===== src/rtl/fault_pkg.sv =====
package fault_pkg;
  typedef enum logic [2:0] {
    ST_RESET = 3'd0,
    ST_STOP  = 3'd1,
    ST_RUN   = 3'd2,
    ST_DISCH = 3'd3,
    ST_RECOV = 3'd4,
    ST_LATCH = 3'd5
  } fsm_state_e;
endpackage


===== src/rtl/cycle_timer.sv =====
module cycle_timer #(
  parameter int LEN = 4,
  localparam int CNT_W = $clog2(LEN + 1)
) (
  input  logic clk_i,
  input  logic rst_ni,
  input  logic load_i,
  output logic done_o
);
  logic [CNT_W-1:0] cnt_q;

  // load LEN-1 so the owning state lasts exactly LEN cycles
  always_ff @(posedge clk_i or negedge rst_ni) begin
    if (!rst_ni)              cnt_q <= '0;
    else if (load_i)          cnt_q <= CNT_W'(LEN - 1);
    else if (cnt_q != '0)     cnt_q <= cnt_q - 1'b1;
  end

  assign done_o = (cnt_q == '0);

  a_r3_timer_countdown: assert property (@(posedge clk_i) disable iff (!rst_ni)
    (!load_i && cnt_q != '0) |=> (cnt_q == $past(cnt_q) - 1'b1));
endmodule


===== src/rtl/short_filter.sv =====
module short_filter #(
  parameter int SHORT_CYCLES = 5,
  localparam int CNT_W = $clog2(SHORT_CYCLES + 1)
) (
  input  logic clk_i,
  input  logic rst_ni,
  input  logic arm_i,
  input  logic zcd_low_i,
  output logic short_o
);
  logic [CNT_W-1:0] cnt_q;

  always_ff @(posedge clk_i or negedge rst_ni) begin
    if (!rst_ni)                        cnt_q <= '0;
    else if (!(zcd_low_i && arm_i))     cnt_q <= '0;
    else if (cnt_q != CNT_W'(SHORT_CYCLES)) cnt_q <= cnt_q + 1'b1;
  end

  assign short_o = (cnt_q == CNT_W'(SHORT_CYCLES));

  a_r10_short_needs_low: assert property (@(posedge clk_i) disable iff (!rst_ni)
    short_o |-> $past(zcd_low_i && arm_i));
endmodule


===== src/rtl/fault_fsm.sv =====
module fault_fsm
  import fault_pkg::*;
#(
  parameter bit LATCHED = 1'b0
) (
  input  logic       clk_i,
  input  logic       rst_ni,
  input  logic       vcc_on_i,
  input  logic       vcc_off_i,
  input  logic       vcc_rst_i,
  input  logic       vcc_ovp_i,
  input  logic       bo_i,
  input  logic       otp_i,
  input  logic       cs_short_i,
  input  logic       wod_short_i,
  input  logic       aux_short_i,
  input  logic       ss_done_i,
  input  logic       rc_done_i,
  output logic       ss_load_o,
  output logic       rc_load_o,
  output fsm_state_e state_o
);
  fsm_state_e state_q, state_d;
  logic bo_q, bo_exit;
  logic latch_fault, recov_fault, hiccup_fault;

  generate
    if (LATCHED) begin : g_latch
      assign latch_fault = wod_short_i | aux_short_i;
    end else begin : g_auto
      assign latch_fault = 1'b0;
    end
  endgenerate

  assign recov_fault  = vcc_ovp_i | wod_short_i | aux_short_i;
  assign hiccup_fault = bo_i | otp_i | cs_short_i;
  assign bo_exit      = bo_q & ~bo_i;

  always_comb begin
    state_d = state_q;
    if (vcc_rst_i) state_d = ST_RESET;
    else begin
      case (state_q)
        ST_LATCH: state_d = ST_LATCH;
        ST_RECOV: if (rc_done_i) state_d = ST_RESET;
        default: begin
          if (vcc_off_i || bo_exit) state_d = ST_RESET;
          else begin
            case (state_q)
              ST_RESET: if (vcc_on_i) state_d = ST_STOP;
              ST_STOP: begin
                if (hiccup_fault)   state_d = ST_DISCH;
                else if (ss_done_i) state_d = ST_RUN;
              end
              ST_RUN: begin
                if (latch_fault)       state_d = ST_LATCH;
                else if (recov_fault)  state_d = ST_RECOV;
                else if (hiccup_fault) state_d = ST_DISCH;
              end
              ST_DISCH: state_d = ST_DISCH;
              default:  state_d = ST_RESET;
            endcase
          end
        end
      endcase
    end
  end

  assign ss_load_o = (state_d == ST_STOP)  && (state_q != ST_STOP);
  assign rc_load_o = (state_d == ST_RECOV) && (state_q != ST_RECOV);

  always_ff @(posedge clk_i or negedge rst_ni) begin
    if (!rst_ni) begin
      state_q <= ST_RESET;
      bo_q    <= 1'b0;
    end else begin
      state_q <= state_d;
      bo_q    <= bo_i;
    end
  end

  assign state_o = state_q;

  a_r12_rst_level: assert property (@(posedge clk_i) disable iff (!rst_ni)
    vcc_rst_i |=> (state_q == ST_RESET));
  a_r8_latch_holds: assert property (@(posedge clk_i) disable iff (!rst_ni)
    (state_q == ST_LATCH && !vcc_rst_i) |=> (state_q == ST_LATCH));
  a_r7_recov_waits: assert property (@(posedge clk_i) disable iff (!rst_ni)
    (state_q == ST_RECOV && !rc_done_i && !vcc_rst_i) |=> (state_q == ST_RECOV));
  a_r3_run_from_stop: assert property (@(posedge clk_i) disable iff (!rst_ni)
    (state_q == ST_RUN && $past(state_q) != ST_RUN) |-> ($past(state_q) == ST_STOP && $past(ss_done_i)));
  a_r2_stop_needs_on: assert property (@(posedge clk_i) disable iff (!rst_ni)
    (state_q == ST_STOP && $past(state_q) == ST_RESET) |-> $past(vcc_on_i));
endmodule


===== src/rtl/fault_supervisor.sv =====
module fault_supervisor
  import fault_pkg::*;
#(
  parameter bit LATCHED          = 1'b0,
  parameter int SOFTSTART_CYCLES = 4000,
  parameter int RECOVERY_CYCLES  = 400_000_000,
  parameter int SHORT_CYCLES     = 9_000_000
) (
  input  logic       clk_i,
  input  logic       rst_ni,
  input  logic       vcc_on_i,
  input  logic       vcc_off_i,
  input  logic       vcc_rst_i,
  input  logic       vcc_ovp_i,
  input  logic       bo_i,
  input  logic       otp_i,
  input  logic       cs_short_i,
  input  logic       wod_short_i,
  input  logic       zcd_low_i,
  output logic       drv_en_o,
  output logic       start_cur_o,
  output logic [2:0] state_o
);
  fsm_state_e state;
  logic ss_load, rc_load, ss_done, rc_done, aux_short;

  short_filter #(.SHORT_CYCLES(SHORT_CYCLES)) u_short (
    .clk_i, .rst_ni,
    .arm_i    (state == ST_RUN),
    .zcd_low_i,
    .short_o  (aux_short)
  );

  cycle_timer #(.LEN(SOFTSTART_CYCLES)) u_softstart (
    .clk_i, .rst_ni, .load_i(ss_load), .done_o(ss_done)
  );

  cycle_timer #(.LEN(RECOVERY_CYCLES)) u_recovery (
    .clk_i, .rst_ni, .load_i(rc_load), .done_o(rc_done)
  );

  fault_fsm #(.LATCHED(LATCHED)) u_fsm (
    .clk_i, .rst_ni,
    .vcc_on_i, .vcc_off_i, .vcc_rst_i, .vcc_ovp_i,
    .bo_i, .otp_i, .cs_short_i, .wod_short_i,
    .aux_short_i (aux_short),
    .ss_done_i   (ss_done),
    .rc_done_i   (rc_done),
    .ss_load_o   (ss_load),
    .rc_load_o   (rc_load),
    .state_o     (state)
  );

  assign drv_en_o    = (state == ST_RUN);
  assign start_cur_o = (state == ST_RESET);
  assign state_o     = state;

  a_r13_start_cur_idle: assert property (@(posedge clk_i) disable iff (!rst_ni)
    $rose(start_cur_o) |-> (state_o == 3'd0 && !drv_en_o));
  a_r3_drive_gap: assert property (@(posedge clk_i) disable iff (!rst_ni)
    !(drv_en_o && start_cur_o));
endmodule


===== config.mk =====
export PLATFORM = sky130hd
export DESIGN_NAME = fault_supervisor
export DESIGN_NICKNAME = d
export VERILOG_FILES = /design/src/rtl/fault_pkg.sv /design/src/rtl/cycle_timer.sv /design/src/rtl/short_filter.sv /design/src/rtl/fault_fsm.sv /design/src/rtl/fault_supervisor.sv
export SDC_FILE = /design/constraint.sdc
export NUM_CORES = 1
export LEC_CHECK = 0
export CAP_MARGIN = 40
export CORE_MARGIN = 1.5
export CORE_UTILIZATION = 30
export CTS_CLUSTER_DIAMETER = 120
export DETAILED_ROUTE_END_ITERATION = 7
export PLACE_DENSITY = 0.49
export SYNTH_ARGS = -nofsm -noshare
export SYNTH_HDL_FRONTEND = slang
export SYNTH_HIERARCHICAL = 1
export SYNTH_SLANG_ARGS = --single-unit

===== constraint.sdc =====
create_clock -name clk_i -period 3 [get_ports clk_i]
set_input_delay 0.6 -clock clk_i [delete_from_list [all_inputs] [get_ports clk_i]]
set_output_delay 0.6 -clock clk_i [all_outputs]
set_load 0.02 [all_outputs]

==> impl_metrics.py <==
metrics = {
    "grt": {
        "grt_pass1_wl_mm": 14.8,
        "antenna_found_initial": 0,
        "track_usage_pct": 14.0,
        "grt_pass1_vias": 2994,
        "grt_max_degree": 42,
        "grt_overflow": 0,
    },
    "sta": {
        "clock_skew_ns": 0.00566,
        "final.min_clock_period_ns": 2.77,
        "fin_setup_tns_ns": 0,
        "final_hold_viol_count": 0,
        "timing.final.ws_setup_ns": 0.225,
        "max_freq_mhz": 360,
        "rsz0062_at_grt": "no",
        "setup_viol": 0,
        "tightestPinTransition_ns": 0.833,
        "max_slew_margin_pct": 44.3,
        "final_max_slew_viol_count": 0,
        "finalCritPeriodShare_pct": 92.5,
    },
    "yosys": {
        "synthCells": 403,
        "synth_warnings": 6,
        "seq_area_frac_synth_pct": 44.2,
        "syn_area_sq_mm": 0.00391,
        "synth_ff_type": "dfrtp_1",
        "yosysTopAreaCell": "dfrtp_1",
        "ys_types": 62,
        "synth_seq_cells": 69,
        "synth.most_common_cell": "dfrtp_1",
        "synth_edf_count": 0,
        "synth_top_area_share_pct": 44.2,
        "async_reset_ff_share_pct": 100,
        "ys_top_cells_by_count": "dfrtp_1, nor2_1, o21ai_0, a21oi_1, xor2_1",
        "synth_fp_nets": 420,
        "synthTopCellsByArea": "dfrtp_1, xor2_1, nor2_1",
        "synth.avg_cell_area_sq_um": 9.69,
    },
    "floorplanning": {
        "initial_core_util_pct": 30.8,
        "io_pins": 16,
        "num_rows": 41,
        "die_w_um": 117,
        "coreArea_sq_mm": 0.0127,
        "die_h_um": 117,
        "die_area_sq_mm": 0.0137,
    },
    "worst_setup_path": {
        "critPathArrivalTime_ns": 2.99,
        "critPathMaxFanout": 6,
        "critPathSlowestCell": "or4_1",
        "crit_path_end_kind": "flop",
        "critPathKind": "flop to flop",
        "slowest_delay_ns": 0.57,
        "critPathLaunchType": "flop",
        "cp.required_ns": 3.21,
        "path_cells": "nand4bb_1 -> or4_1 -> nor2_1 -> nor3_2 -> nand2b_1 -> o21ai_0 -> nor4_2 -> buf_4 -> or2_2 -> o41ai_1",
    },
    "cts": {
        "clkLatencyLatePin_ns": 0.33,
        "postCtsHoldBufs": 0,
        "cts_tree": "done",
        "numCtsBuffers": 9,
        "clockBufferDepth": 2,
        "cts-root-buf": "clkbuf_16",
        "post_cts_buffers": 0,
        "h-tree-depth": 3,
        "cts_sinks": 69,
        "clk_pin_slew_ns": 0.05,
        "post_cts_resized": 0,
    },
    "detailed_routing": {
        "drt_iter0_drc": 154,
        "wirelength_mm": 8.38,
        "wl_met1_mm": 4.25,
        "routedWlPerCell_um": 13.8,
        "detail-route-antenna-nets": 0,
        "vias": 3046,
        "drt_pre_antenna_iters": 4,
        "top_layer": "met4",
        "met2_length_mm": 3.82,
        "via_per_inst": 5.03,
        "drc_errors": 0,
        "dr_wl_met3_um": 265,
    },
    "finish": {
        "fin_nets": 447,
        "drive_gt1_share_pct": 13.9,
        "n_fill_cell": 1286,
        "syn2layout_area_growth_pct": 18.4,
        "n_antenna_cell": 0,
        "final_util_pct": 36.5,
    },
    "run_status": {
        "status": "finished clean",
    },
    "place": {
        "hpwl_mm": 5.77,
        "gp_congestion": 0.762,
        "portBuffers": 15,
        "place_ws_ns": 0.122,
    },
    "worst_hold_path": {
        "hold_path.class": "primary input to asynchronous set/reset pin",
    },
    "pwr": {
        "ir_drop_v": 0.000445,
        "leakagePower_uw": 0.00166,
        "power_density_mw_per_mm2": 553,
    },
    "run": {
        "cap_violations": 0,
    },
}
==> cell families after synthesis <==
logic type                 after synthesis  synth area share (%)
adders and majority gates                6                  1.92
DFF                                     69                  44.2
AOI/OAI and AO/OA                       80                  13.0
muxes                                    4                  1.03
and+or+nand+nor                        189                  30.6
buffers and inverters                   29                  3.39
xor gates and xnor gates                26                  5.83
==> where the power goes <==
| part | internal [uW] | total (uW) | switching (uW) |
|---|---|---|---|
| Combinational | 180 | 390 | 211 |
| Clock | 639 | 1020 | 378 |
| Sequential | 1040 | 1150 | 112 |
| Total | 1860 | 2560 | 700 |
==> through the flow <==
| step | std cells | hold WS (ns) | total power, uW | area [sq um] |
|---|---|---|---|---|
| after floorplan | 403 | 0.304 | 1420 | 3910 |
| after global placement | 591 | 0.475 | 1550 | 4320 |
| after detailed placement | 591 | 0.489 | 1550 | 4320 |
| after CTS | 605 | 0.348 | 2590 | 4600 |
| after global routing | 605 | 0.385 | 2720 | 4630 |
| final | 605 | 0.326 | 2560 | 4630 |
==> routing by layer <==
| layer | vias up | track usage [%] |
|---|---|---|
| li1 | 1533 | - |
| met5 | - | 0 |
| met3 | 2 | 4.48 |
| met2 | 37 | 20.9 |
| met1 | 1474 | 19.6 |
| met4 | 0 | 3.53 |
==> critical path, delay by kind of cell, from the launching register on <==
kind / cells / cell delay [ns]
simple gates: 7 / 1.57
compound gates: 2 / 0.51
buf+inv: 1 / 0.16
flops: 1 / 0.42
==> flip-flops by register name, indices dropped and copies added, names as in the netlist <==
register / cells
u_fsm/state_o: 3
u_fsm/bo_q: 1
u_short/cnt_q: 24
u_softstart/cnt_q: 12
u_recovery/cnt_q: 29
==> cell usage in the layout (no fill, tap or decap), types with 3 or more instances in the layout <==
master / instances
o211ai_1: 5
or3_2: 3
nor2b_1: 7
nand3b_1: 7
ha_1: 6
o31ai_1: 9
xor2_1: 19
clkbuf_16: 9
dfrtp_1: 69
and2_1: 5
nor2_1: 39
clkbuf_8: 4
a21oi_1: 23
or2_2: 5
nand4_1: 12
buf_4: 14
o41ai_1: 3
nand2b_1: 9
o21ai_0: 25
or3_1: 18
clkdlybuf4s50_1: 14
nor3_1: 9
nand2_1: 12
and4_1: 3
nand3_1: 13
or4_1: 11
nor4_1: 4
mux2i_1: 4
nor4b_2: 3
xnor2_1: 7
inv_1: 14
==> cell type report <==
| class | count | area, sq um | area share (%) |
|---|---|---|---|
| Clock inverter | 1 | 5.00 | 0.108 |
| Tap cell | 172 | 215 | 4.65 |
| Clock buffer | 13 | 280 | 6.06 |
| Inverter | 15 | 56.3 | 1.22 |
| Multi-Input combinational cell | 305 | 2070 | 44.8 |
| Sequential cell | 69 | 1730 | 37.3 |
| Timing Repair Buffer | 30 | 270 | 5.84 |
==> final timing paths <==
path                                   endpoint  depth (start not counted)  slack, ns                start
hold / removal                u_short/cnt_q[23]                          1       0.33               rst_ni
setup reg to reg           u_softstart/cnt_q[5]                         10       0.23    u_short/cnt_q[17]
min in group clk_i          u_recovery/cnt_q[6]                          2       0.51  u_recovery/cnt_q[6]
hold reg to reg             u_recovery/cnt_q[6]                          2       0.51  u_recovery/cnt_q[6]
setup / recovery           u_softstart/cnt_q[5]                         10       0.23    u_short/cnt_q[17]
max in group asynchronous   u_recovery/cnt_q[9]                          2       2.01               rst_ni
Power figures use the tool's default switching activity.
